File: src/rtl/gpio_edge_pkg.sv
package gpio_edge_pkg;
  localparam int unsigned REG_ADDR_W = 3;

  typedef enum logic [REG_ADDR_W-1:0] {
    RA_DATA = 3'd0,
    RA_IEN  = 3'd1,
    RA_STAT = 3'd2,
    RA_EOI  = 3'd3,
    RA_RISE = 3'd4,
    RA_FALL = 3'd5,
    RA_DIR  = 3'd6
  } reg_addr_e;
endpackage

File: src/rtl/gpio_pin_sync.sv
module gpio_pin_sync #(
  parameter int unsigned WIDTH  = 8,
  parameter int unsigned STAGES = 2
) (
  input  logic             clk,
  input  logic             rst_n,
  input  logic [WIDTH-1:0] din,
  output logic [WIDTH-1:0] dout
);
  logic [STAGES-1:0][WIDTH-1:0] stage_q;

  for (genvar g = 0; g < STAGES; g++) begin : g_stage
    logic [WIDTH-1:0] stage_d;
    if (g == 0) begin : g_first
      assign stage_d = din;
    end else begin : g_rest
      assign stage_d = stage_q[g-1];
    end
    always_ff @(posedge clk or negedge rst_n) begin
      if (!rst_n) stage_q[g] <= '0;
      else        stage_q[g] <= stage_d;
    end
  end

  assign dout = stage_q[STAGES-1];
endmodule

File: src/rtl/gpio_edge_detect.sv
module gpio_edge_detect #(
  parameter int unsigned WIDTH = 8
) (
  input  logic             clk,
  input  logic             rst_n,
  input  logic [WIDTH-1:0] level,
  output logic [WIDTH-1:0] rise,
  output logic [WIDTH-1:0] fall
);
  logic [WIDTH-1:0] prev_q;

  always_ff @(posedge clk or negedge rst_n) begin
    if (!rst_n) prev_q <= '0;
    else        prev_q <= level;
  end

  assign rise = level & ~prev_q;
  assign fall = ~level & prev_q;


  rise_repeat_chk: assert property (@(posedge clk) disable iff (!rst_n)
    (|rise) |=> ((rise & $past(rise)) == '0));


  fall_repeat_chk: assert property (@(posedge clk) disable iff (!rst_n)
    (|fall) |=> ((fall & $past(fall)) == '0));
endmodule

File: src/rtl/gpio_irq_status.sv
module gpio_irq_status #(
  parameter int unsigned WIDTH = 8
) (
  input  logic             clk,
  input  logic             rst_n,
  input  logic [WIDTH-1:0] rise,
  input  logic [WIDTH-1:0] fall,
  input  logic [WIDTH-1:0] rise_en,
  input  logic [WIDTH-1:0] fall_en,
  input  logic [WIDTH-1:0] int_en,
  input  logic [WIDTH-1:0] eoi_mask,
  output logic [WIDTH-1:0] status,
  output logic             irq
);
  logic [WIDTH-1:0] edge_hit;
  logic [WIDTH-1:0] status_d;
  logic [WIDTH-1:0] status_q;

  always_comb begin
    edge_hit = ((rise & rise_en) | (fall & fall_en)) & int_en;
    // A new edge wins over a clear in the same cycle.
    status_d = (status_q & ~eoi_mask) | edge_hit;
  end

  always_ff @(posedge clk or negedge rst_n) begin
    if (!rst_n) status_q <= '0;
    else        status_q <= status_d;
  end

  assign status = status_q;
  assign irq    = |(status_q & int_en);


  eoi_clear_chk: assert property (@(posedge clk) disable iff (!rst_n)
    (|(eoi_mask & ~edge_hit)) |=> ((status_q & $past(eoi_mask & ~edge_hit)) == '0));


  edge_latch_chk: assert property (@(posedge clk) disable iff (!rst_n)
    (|edge_hit) |=> ((status_q & $past(edge_hit)) == $past(edge_hit)));


  no_spurious_chk: assert property (@(posedge clk) disable iff (!rst_n)
    1'b1 |=> ((status_q & ~$past(status_q) & ~$past(edge_hit)) == '0));
endmodule

File: src/rtl/gpio_edge_irq_port.sv
module gpio_edge_irq_port
  import gpio_edge_pkg::*;
#(
  parameter int unsigned PINS        = 8,
  parameter int unsigned SYNC_STAGES = 2
) (
  input  logic                  clk,
  input  logic                  rst_n,
  input  logic                  wr_en,
  input  logic [REG_ADDR_W-1:0] addr,
  input  logic [PINS-1:0]       wdata,
  output logic [PINS-1:0]       rdata,
  input  logic [PINS-1:0]       pin_in,
  output logic [PINS-1:0]       pin_out,
  output logic [PINS-1:0]       pin_oe,
  output logic                  irq
);
  logic [PINS-1:0] data_q, ien_q, rise_q, fall_q, dir_q;
  logic [PINS-1:0] data_d, ien_d, rise_d, fall_d, dir_d;
  logic            data_we, ien_we, rise_we, fall_we, dir_we;
  logic [PINS-1:0] eoi_mask;
  logic [PINS-1:0] pin_sync, pin_rise, pin_fall, status;

  gpio_pin_sync #(.WIDTH(PINS), .STAGES(SYNC_STAGES)) u_sync (
    .clk(clk), .rst_n(rst_n), .din(pin_in), .dout(pin_sync)
  );

  gpio_edge_detect #(.WIDTH(PINS)) u_edge (
    .clk(clk), .rst_n(rst_n), .level(pin_sync), .rise(pin_rise), .fall(pin_fall)
  );

  gpio_irq_status #(.WIDTH(PINS)) u_stat (
    .clk(clk), .rst_n(rst_n), .rise(pin_rise), .fall(pin_fall),
    .rise_en(rise_q), .fall_en(fall_q), .int_en(ien_q),
    .eoi_mask(eoi_mask), .status(status), .irq(irq)
  );

  // Write decode and next state
  always_comb begin
    data_we  = wr_en && (addr == RA_DATA);
    ien_we   = wr_en && (addr == RA_IEN);
    rise_we  = wr_en && (addr == RA_RISE);
    fall_we  = wr_en && (addr == RA_FALL);
    dir_we   = wr_en && (addr == RA_DIR);
    eoi_mask = (wr_en && (addr == RA_EOI)) ? wdata : '0;
    data_d   = data_we ? wdata : data_q;
    ien_d    = ien_we  ? wdata : ien_q;
    rise_d   = rise_we ? wdata : rise_q;
    fall_d   = fall_we ? wdata : fall_q;
    dir_d    = dir_we  ? wdata : dir_q;
  end

  always_ff @(posedge clk or negedge rst_n) begin
    if (!rst_n) begin
      data_q <= '0;
      ien_q  <= '0;
      rise_q <= '0;
      fall_q <= '0;
      dir_q  <= '0;
    end else begin
      data_q <= data_d;
      ien_q  <= ien_d;
      rise_q <= rise_d;
      fall_q <= fall_d;
      dir_q  <= dir_d;
    end
  end

  // Read mux
  always_comb begin
    case (addr)
      RA_DATA: rdata = (data_q & dir_q) | (pin_sync & ~dir_q);
      RA_IEN:  rdata = ien_q;
      RA_STAT: rdata = status;
      RA_RISE: rdata = rise_q;
      RA_FALL: rdata = fall_q;
      RA_DIR:  rdata = dir_q;
      default: rdata = '0;
    endcase
  end

  assign pin_out = data_q;
  assign pin_oe  = dir_q;


  dir_hold_chk: assert property (@(posedge clk) disable iff (!rst_n)
    !(wr_en && (addr == RA_DIR)) |=> $stable(pin_oe));
endmodule

File: config.mk
export PLATFORM = sky130hd
export DESIGN_NAME = gpio_edge_irq_port
export DESIGN_NICKNAME = d
export VERILOG_FILES = /design/src/rtl/gpio_edge_pkg.sv /design/src/rtl/gpio_pin_sync.sv /design/src/rtl/gpio_edge_detect.sv /design/src/rtl/gpio_irq_status.sv /design/src/rtl/gpio_edge_irq_port.sv
export SDC_FILE = /design/constraint.sdc
export NUM_CORES = 1
export LEC_CHECK = 0
export BUFFER_PORTS_ARGS = -buffer_cell sky130_fd_sc_hd__buf_2
export CAP_MARGIN = 20
export CORE_MARGIN = 3
export CORE_UTILIZATION = 50
export DETAILED_ROUTE_END_ITERATION = 6
export PLACE_DENSITY_LB_ADDON = 0.15
export SYNTH_ARGS = -nofsm -noshare
export SYNTH_HDL_FRONTEND = slang
export SYNTH_SLANG_ARGS = --single-unit
export TNS_END_PERCENT = 20
File: constraint.sdc
create_clock -name clk -period 1.25 [get_ports clk]
set_clock_uncertainty 0.2 [all_clocks]
set_input_delay 0.0625 -clock clk [delete_from_list [all_inputs] [get_ports clk]]
set_output_delay 0.0625 -clock clk [all_outputs]
set_load 0.01 [all_outputs]
==> run summary, run 1 <==
Max Slew Vio Count - 0
Compound-Gate Fraction of Synth Area - 8.89%
P_sw - 0.00190 W
adder-cell share of the synthesized area - 0%
ANT nets after route - 0
CTS tree - built
I/O pins - 47
hpwl dp - 5030 um
post-synthesis area per instance - 13.3 um^2
Worst Hold Class - in -> reg
routed vias - 2378
EDFF count, synth - 0
setup fix buffers added after clock tree synthesis - 0
placed insts - 393
dpl cell area - 0.00378 mm^2
Peak supply drop - 0.00130 V
die area - 0.00711 mm^2
Post-Syn Nets - 253
sequential power share - 42.7%
met1 WL - 3250 um
Core Util, Final - 76.7%
top_reg_cell synth - dfrtp_1
gpl congestion - 0.816
max_cap viols - 0
Buffers & Inverters on Critical Path - 1
Layout area overhead - 42.7%
Reg clk slew, reported paths - 80 ps
leak pwr - 2.03 nW
setup TNS - -4710 ps
share of layout cells above drive strength 1 - 48.9%
highest routed layer - met4
# setup viols final - 14
first-pass GRT wire length - 12600 um
total power - 0.00735 W
number of buffers created by CTS - 9
Die Y - 84.3 um
core box area - 0.00571 mm^2
Crit path max-delay family - multiplexers
Slew @ Worst Pin - 373 ps
H-tree depth - 3
distinct cell type count after synthesis - 26
final worst-path setup slack - -620 ps
CP peak stage delay - 400 ps
Crit-path slowest cell - dfrtp_1
Total Routed Length - 7560 um
Internal - 0.00545 W
PortBufs - 46
Critical Path AT - 1610 ps
Initial Util - 53.7%
ant diodes - 0
crit-path max FO - 2
Worst Setup Path Type - reg -> out
synthesized instance count - 231
Clock Tree Buf Depth - 2
combinational fraction of design power - 24.4%
RSZ-0062 raised after global routing - yes
post-layout min period - 1870 ps
WL/cell - 17.7 um
gr usage total - 22.8%
Clk pwr share - 32.9%
non-filler cells, final - 426
post-route cell area - 0.00438 mm^2
Cell Area, Synth - 0.00307 mm^2
DRC violations left - 0
Sw Ratio - 25.8%
#FFs+latches synth - 72
post-layout net count - 371
mux cell area share after synthesis - 22.1%
CP Capture Type - output port
initial antenna violation count - 0
Die X - 84.3 um
simple-gate share of the synthesized area - 8.40%
Filler cells - 373
root buf cell - clkbuf_8
Iter 0 DRT Violations - 171
Pre-antenna DRT Iters - 4
largest family of logic cells by synthesized area - multiplexers
largest net degree at the start of global routing - 73
sequential element share of the synthesized area - 58.7%
Detail Route met3 WL - 454 um
final count of hold timing violations - 0
DR vias/cell - 5.58
Pwr Density - 1680 mW/mm^2
Worst Path Required - 990 ps
asr flop ratio synth - 100%
failing checks - setup timing
row count - 27
Fmax - 535 MHz
headroom to the max-slew limit - 75.2%
routed wl met2 - 3760 um
Overflow after GRT - 0
ordered cell list for the critical path - mux2_4 -> a222oi_1 -> mux2i_1 -> buf_2
vias in the first global route - 2527
Clock Latency Late Sink - 340 ps
outcome - finished with violations
xor/xnor cell area share of the yosys netlist - 0%
Critical Path Start Type - flop
synth warn - 0
clock sink count - 72
final period utilization - 150%
[power groups by stage]
stage | clock, W | sequential, W | combinational, W
after CTS | 0.00245 | 0.00310 | 0.00172
after global placement | 0 | 0.00311 | 0.00150
after global routing | 0.00258 | 0.00320 | 0.00196
after detailed placement | 0 | 0.00312 | 0.00154
final | 0.00242 | 0.00314 | 0.00179
after floorplan | 0 | 0.00313 | 0.000786
[final timing paths]
path | to | cells past startpoint | start | slack, ps
max in group asynchronous | u_edge.prev_q[5]$_DFF_PN0_ | 3 | rst_n | 490
max | rdata[1] | 4 | pin_oe[1]$_DFFE_PN0P_ | -620
min in group asynchronous | pin_oe[6]$_DFFE_PN0P_ | 3 | rst_n | 70
min | fall_q[0]$_DFFE_PN0P_ | 4 | wr_en | 60
min reg2reg | u_sync.dout[2]$_DFF_PN0_ | 0 | u_sync.g_stage[1].stage_d[2]$_DFF_PN0_ | 150
max reg2reg | u_stat.status[3]$_DFF_PN0_ | 4 | u_sync.dout[3]$_DFF_PN0_ | 30
[worst reg2reg max path: stages (launching register included)]
cell,delay (ps)
dfrtp_1,390
buf_4,140
nand3b_1,70
o21ai_1,70
a22o_1,230
[sequential cells by signal, indices dropped and copies added, names as in the netlist]
signal / flops
pin_out: 8
pin_oe: 8
u_sync.g_stage.stage_d: 8
u_sync.dout: 8
u_stat.status: 8
rise_q: 8
fall_q: 8
u_edge.prev_q: 8
ien_q: 8
[synth_stat cells, types with 2 or more instances]
master | number | area [um^2]
a22o_1 | 8 | 70.1
nand2_1 | 20 | 75.1
nor2b_1 | 3 | 18.8
a21oi_1 | 6 | 30.0
nand3b_1 | 8 | 60.1
buf_2 | 6 | 30.0
o21ai_0 | 9 | 45.0
mux2i_1 | 15 | 150
mux2_2 | 47 | 529
nor2_1 | 10 | 37.5
nor3_1 | 2 | 10.0
a222oi_1 | 6 | 60.1
dfrtp_1 | 72 | 1800
nand3_2 | 2 | 20.0
clkbuf_1 | 2 | 7.51
a22oi_1 | 5 | 37.5
[logic make-up after synthesis]
family,count (synthesis)
flip-flops,72
multiplexers,62
AO/OA/AOI/OAI,38
buffers and inverters,10
AND/OR/NAND/NOR,49
[cells in the final DEF, fill, tap and decap left out, types with 9 or more instances in the layout]
| master | netlist | routed |
|---|---|---|
| dfrtp_1 | 72 | 72 |
| mux2i_1 | 15 | 15 |
| buf_4 | 1 | 40 |
| nand2_1 | 20 | 20 |
| buf_2 | 6 | 33 |
| buf_6 | 1 | 26 |
| clkbuf_8 | 0 | 10 |
| nor2_1 | 10 | 9 |
| dlygate4sd3_1 | 0 | 17 |
| mux2_2 | 47 | 41 |
[what timing repair did]
item | CTS | global route
resized for setup | 18 | 19
hold buffers | 17 | 0
pin swaps | 3 | 5
endpoints found under the setup margin | 26 | 29
hold endpoints to repair | 128 | 0
[stage by stage]
stage | worst slack [ps] | hold WS [ps]
floorplan | -150 | -433
global placement | -209 | -80.4
detailed placement | -238 | -80.6
CTS | -608 | 50.5
global route | -759 | 51.0
finish | -620 | 59.7
[area by class of cell]
cell class	instances	area [um^2]	share of cell area [%]
Sequential cell	72	1800	41.2
Tap cell	72	90.1	2.06
Multi-Input combinational cell	149	1270	29.0
Clock inverter	5	128	2.92
Clock buffer	11	141	3.23
Timing Repair Buffer	117	948	21.7
[routing by layer]
| metal | up-vias | GRT usage [%] |
|---|---|---|
| li1 | 1092 | - |
| met1 | 1206 | 31.2 |
| met2 | 72 | 35.8 |
| met3 | 8 | 5.69 |
| met4 | 0 | 8.06 |
| met5 | - | 0 |
(Power assumes the default switching activity.)
==> inputs of run 2 (changes only) <==
SETUP_SLACK_MARGIN = 0.2   (was not set)
==> run summary, run 2 (synthesis gave the netlist of run 1 again) <==
outcome - finished with violations
failing checks - setup timing
Overflow after GRT - 0
die area - 0.00711 mm^2
ANT nets after route - 0
Crit-path slowest cell - dfrtp_1
Pwr Density - 1660 mW/mm^2
gr usage total - 23.3%
CP peak stage delay - 400 ps
Worst Setup Path Type - reg -> out
Peak supply drop - 0.00126 V
Initial Util - 53.7%
crit-path max FO - 2
most common cell after layout, fill and taps aside - dfrtp_1
root buf cell - clkbuf_8
Internal - 0.00554 W
ordered cell list for the critical path - mux2_4 -> a222oi_1 -> mux2i_1 -> buf_2
first-pass GRT wire length - 12800 um
leak pwr - 2.10 nW
Fmax - 536 MHz
headroom to the max-slew limit - 74.3%
Critical Path AT - 1600 ps
ant diodes - 0
PortBufs - 46
Core Util, Final - 79.0%
Max Slew Vio Count - 0
I/O pins - 47
post-route cell area - 0.00451 mm^2
vias in the first global route - 2560
final worst-path setup slack - -615 ps
Sw Ratio - 26.0%
Total Routed Length - 7840 um
Worst Hold Class - in -> async
setup TNS - -4620 ps
Filler cells - 356
most frequent cells in the layout - dfrtp_1 (72), buf_6 (39), buf_2 (32)
dpl cell area - 0.00378 mm^2
hpwl dp - 5030 um
combinational fraction of design power - 25.6%
number of buffers created by CTS - 9
Seq. cell area - 0.00180 mm^2
Clock Tree Buf Depth - 2
Layout area overhead - 47.1%
CP Capture Type - output port
gpl congestion - 0.816
Die X - 84.3 um
Clock Latency Late Sink - 340 ps
Clk pwr share - 32.4%
post-layout min period - 1860 ps
# setup viols final - 11
total power - 0.00748 W
P_sw - 0.00194 W
initial antenna violation count - 0
DR vias/cell - 5.65
largest net degree at the start of global routing - 73
Pre-antenna DRT Iters - 5
row count - 27
share of layout cells above drive strength 1 - 51.0%
core box area - 0.00571 mm^2
clock sink count - 72
RSZ-0062 raised after global routing - yes
WL/cell - 18.4 um
H-tree depth - 3
sequential power share - 42.0%
multi-input gate area in the final layout - 0.00135 mm^2
Critical Path Start Type - flop
Worst Path Required - 990 ps
final period utilization - 149%
Slew @ Worst Pin - 385 ps
max_cap viols - 0
DRC violations left - 0
Die Y - 84.3 um
post-layout net count - 372
final count of hold timing violations - 0
routed vias - 2413
CTS tree - built
Reg clk slew, reported paths - 70 ps
Iter 0 DRT Violations - 209
## run 2: changes by cell type in the layout (fill, tap and decap cells not counted), moves of 2 or more
cell,previous run,this run
mux2_4,6,17
nor2b_2,0,2
mux2_2,41,30
o21ai_1,5,7
buf_6,26,39
nor2b_1,3,0
o21ai_0,3,0
buf_4,40,29
## run 2: power groups by stage
stage | Clock [W] | Combinational, W | Sequential, W
2_1_floorplan | 0 | 0.000786 | 0.00313
3_5_place_dp | 0 | 0.00154 | 0.00312
5_1_grt | 0.00258 | 0.00207 | 0.00320
6_report | 0.00242 | 0.00191 | 0.00314
3_3_place_gp | 0 | 0.00150 | 0.00311
4_1_cts | 0.00245 | 0.00180 | 0.00312
## run 2: worst paths after layout
path / from / end / slack (ps) / cells after the start
setup / recovery: pin_oe[1]$_DFFE_PN0P_ / rdata[1] / -610 / 4
hold / removal: rst_n / pin_oe[6]$_DFFE_PN0P_ / 70 / 3
setup reg to reg: u_sync.dout[5]$_DFF_PN0_ / u_stat.status[5]$_DFF_PN0_ / 40 / 4
hold reg to reg: u_sync.g_stage[1].stage_d[4]$_DFF_PN0_ / u_sync.dout[4]$_DFF_PN0_ / 150 / 0
max in group asynchronous: rst_n / u_edge.prev_q[5]$_DFF_PN0_ / 460 / 3
min in group clk: wr_en / fall_q[0]$_DFFE_PN0P_ / 80 / 4
## run 2: worst max-delay path, delay by kind of cell, from the launching register on
kind                   cells  cell delay [ps]
buffers and inverters      1              160
flip-flops                 1              400
multiplexers               2              420
AO/OA/AOI/OAI              1              290
## run 2: cell type report
class	count	share of cell area, %
Multi-Input combinational cell	149	29.8
Clock buffer	11	3.13
Sequential cell	72	39.9
Tap cell	72	2.00
Clock inverter	5	2.83
Timing Repair Buffer	118	22.3
## run 2: stage by stage
step           instances  setup WS, ps  hold slack [ps]
6_report             427          -615             72.4
5_1_grt              427          -746             70.3
4_1_cts              426          -608             62.9
3_5_place_dp         393          -238            -80.6
3_3_place_gp         393          -209            -80.4
2_1_floorplan        231          -150             -433
## run 2: layer usage
metal	GRT usage (%)	wire length [um]	part of all wire [%]	vias up
met1	31.8	3380	43	1222
li1	-	-	-	1095
met4	9.50	116	1.5	0
met3	5.99	472	6.0	13
met5	0	0	0	-
met2	35.7	3880	49	83
## run 2: repair_timing
item / in CTS / in global routing
endpoints found under the setup margin: 66 / 61
hold endpoints to repair: 128 / 0
buffers inserted: 0 / 1
resized for setup: 51 / 23
pin swaps: 12 / 9
hold buffers: 17 / 0
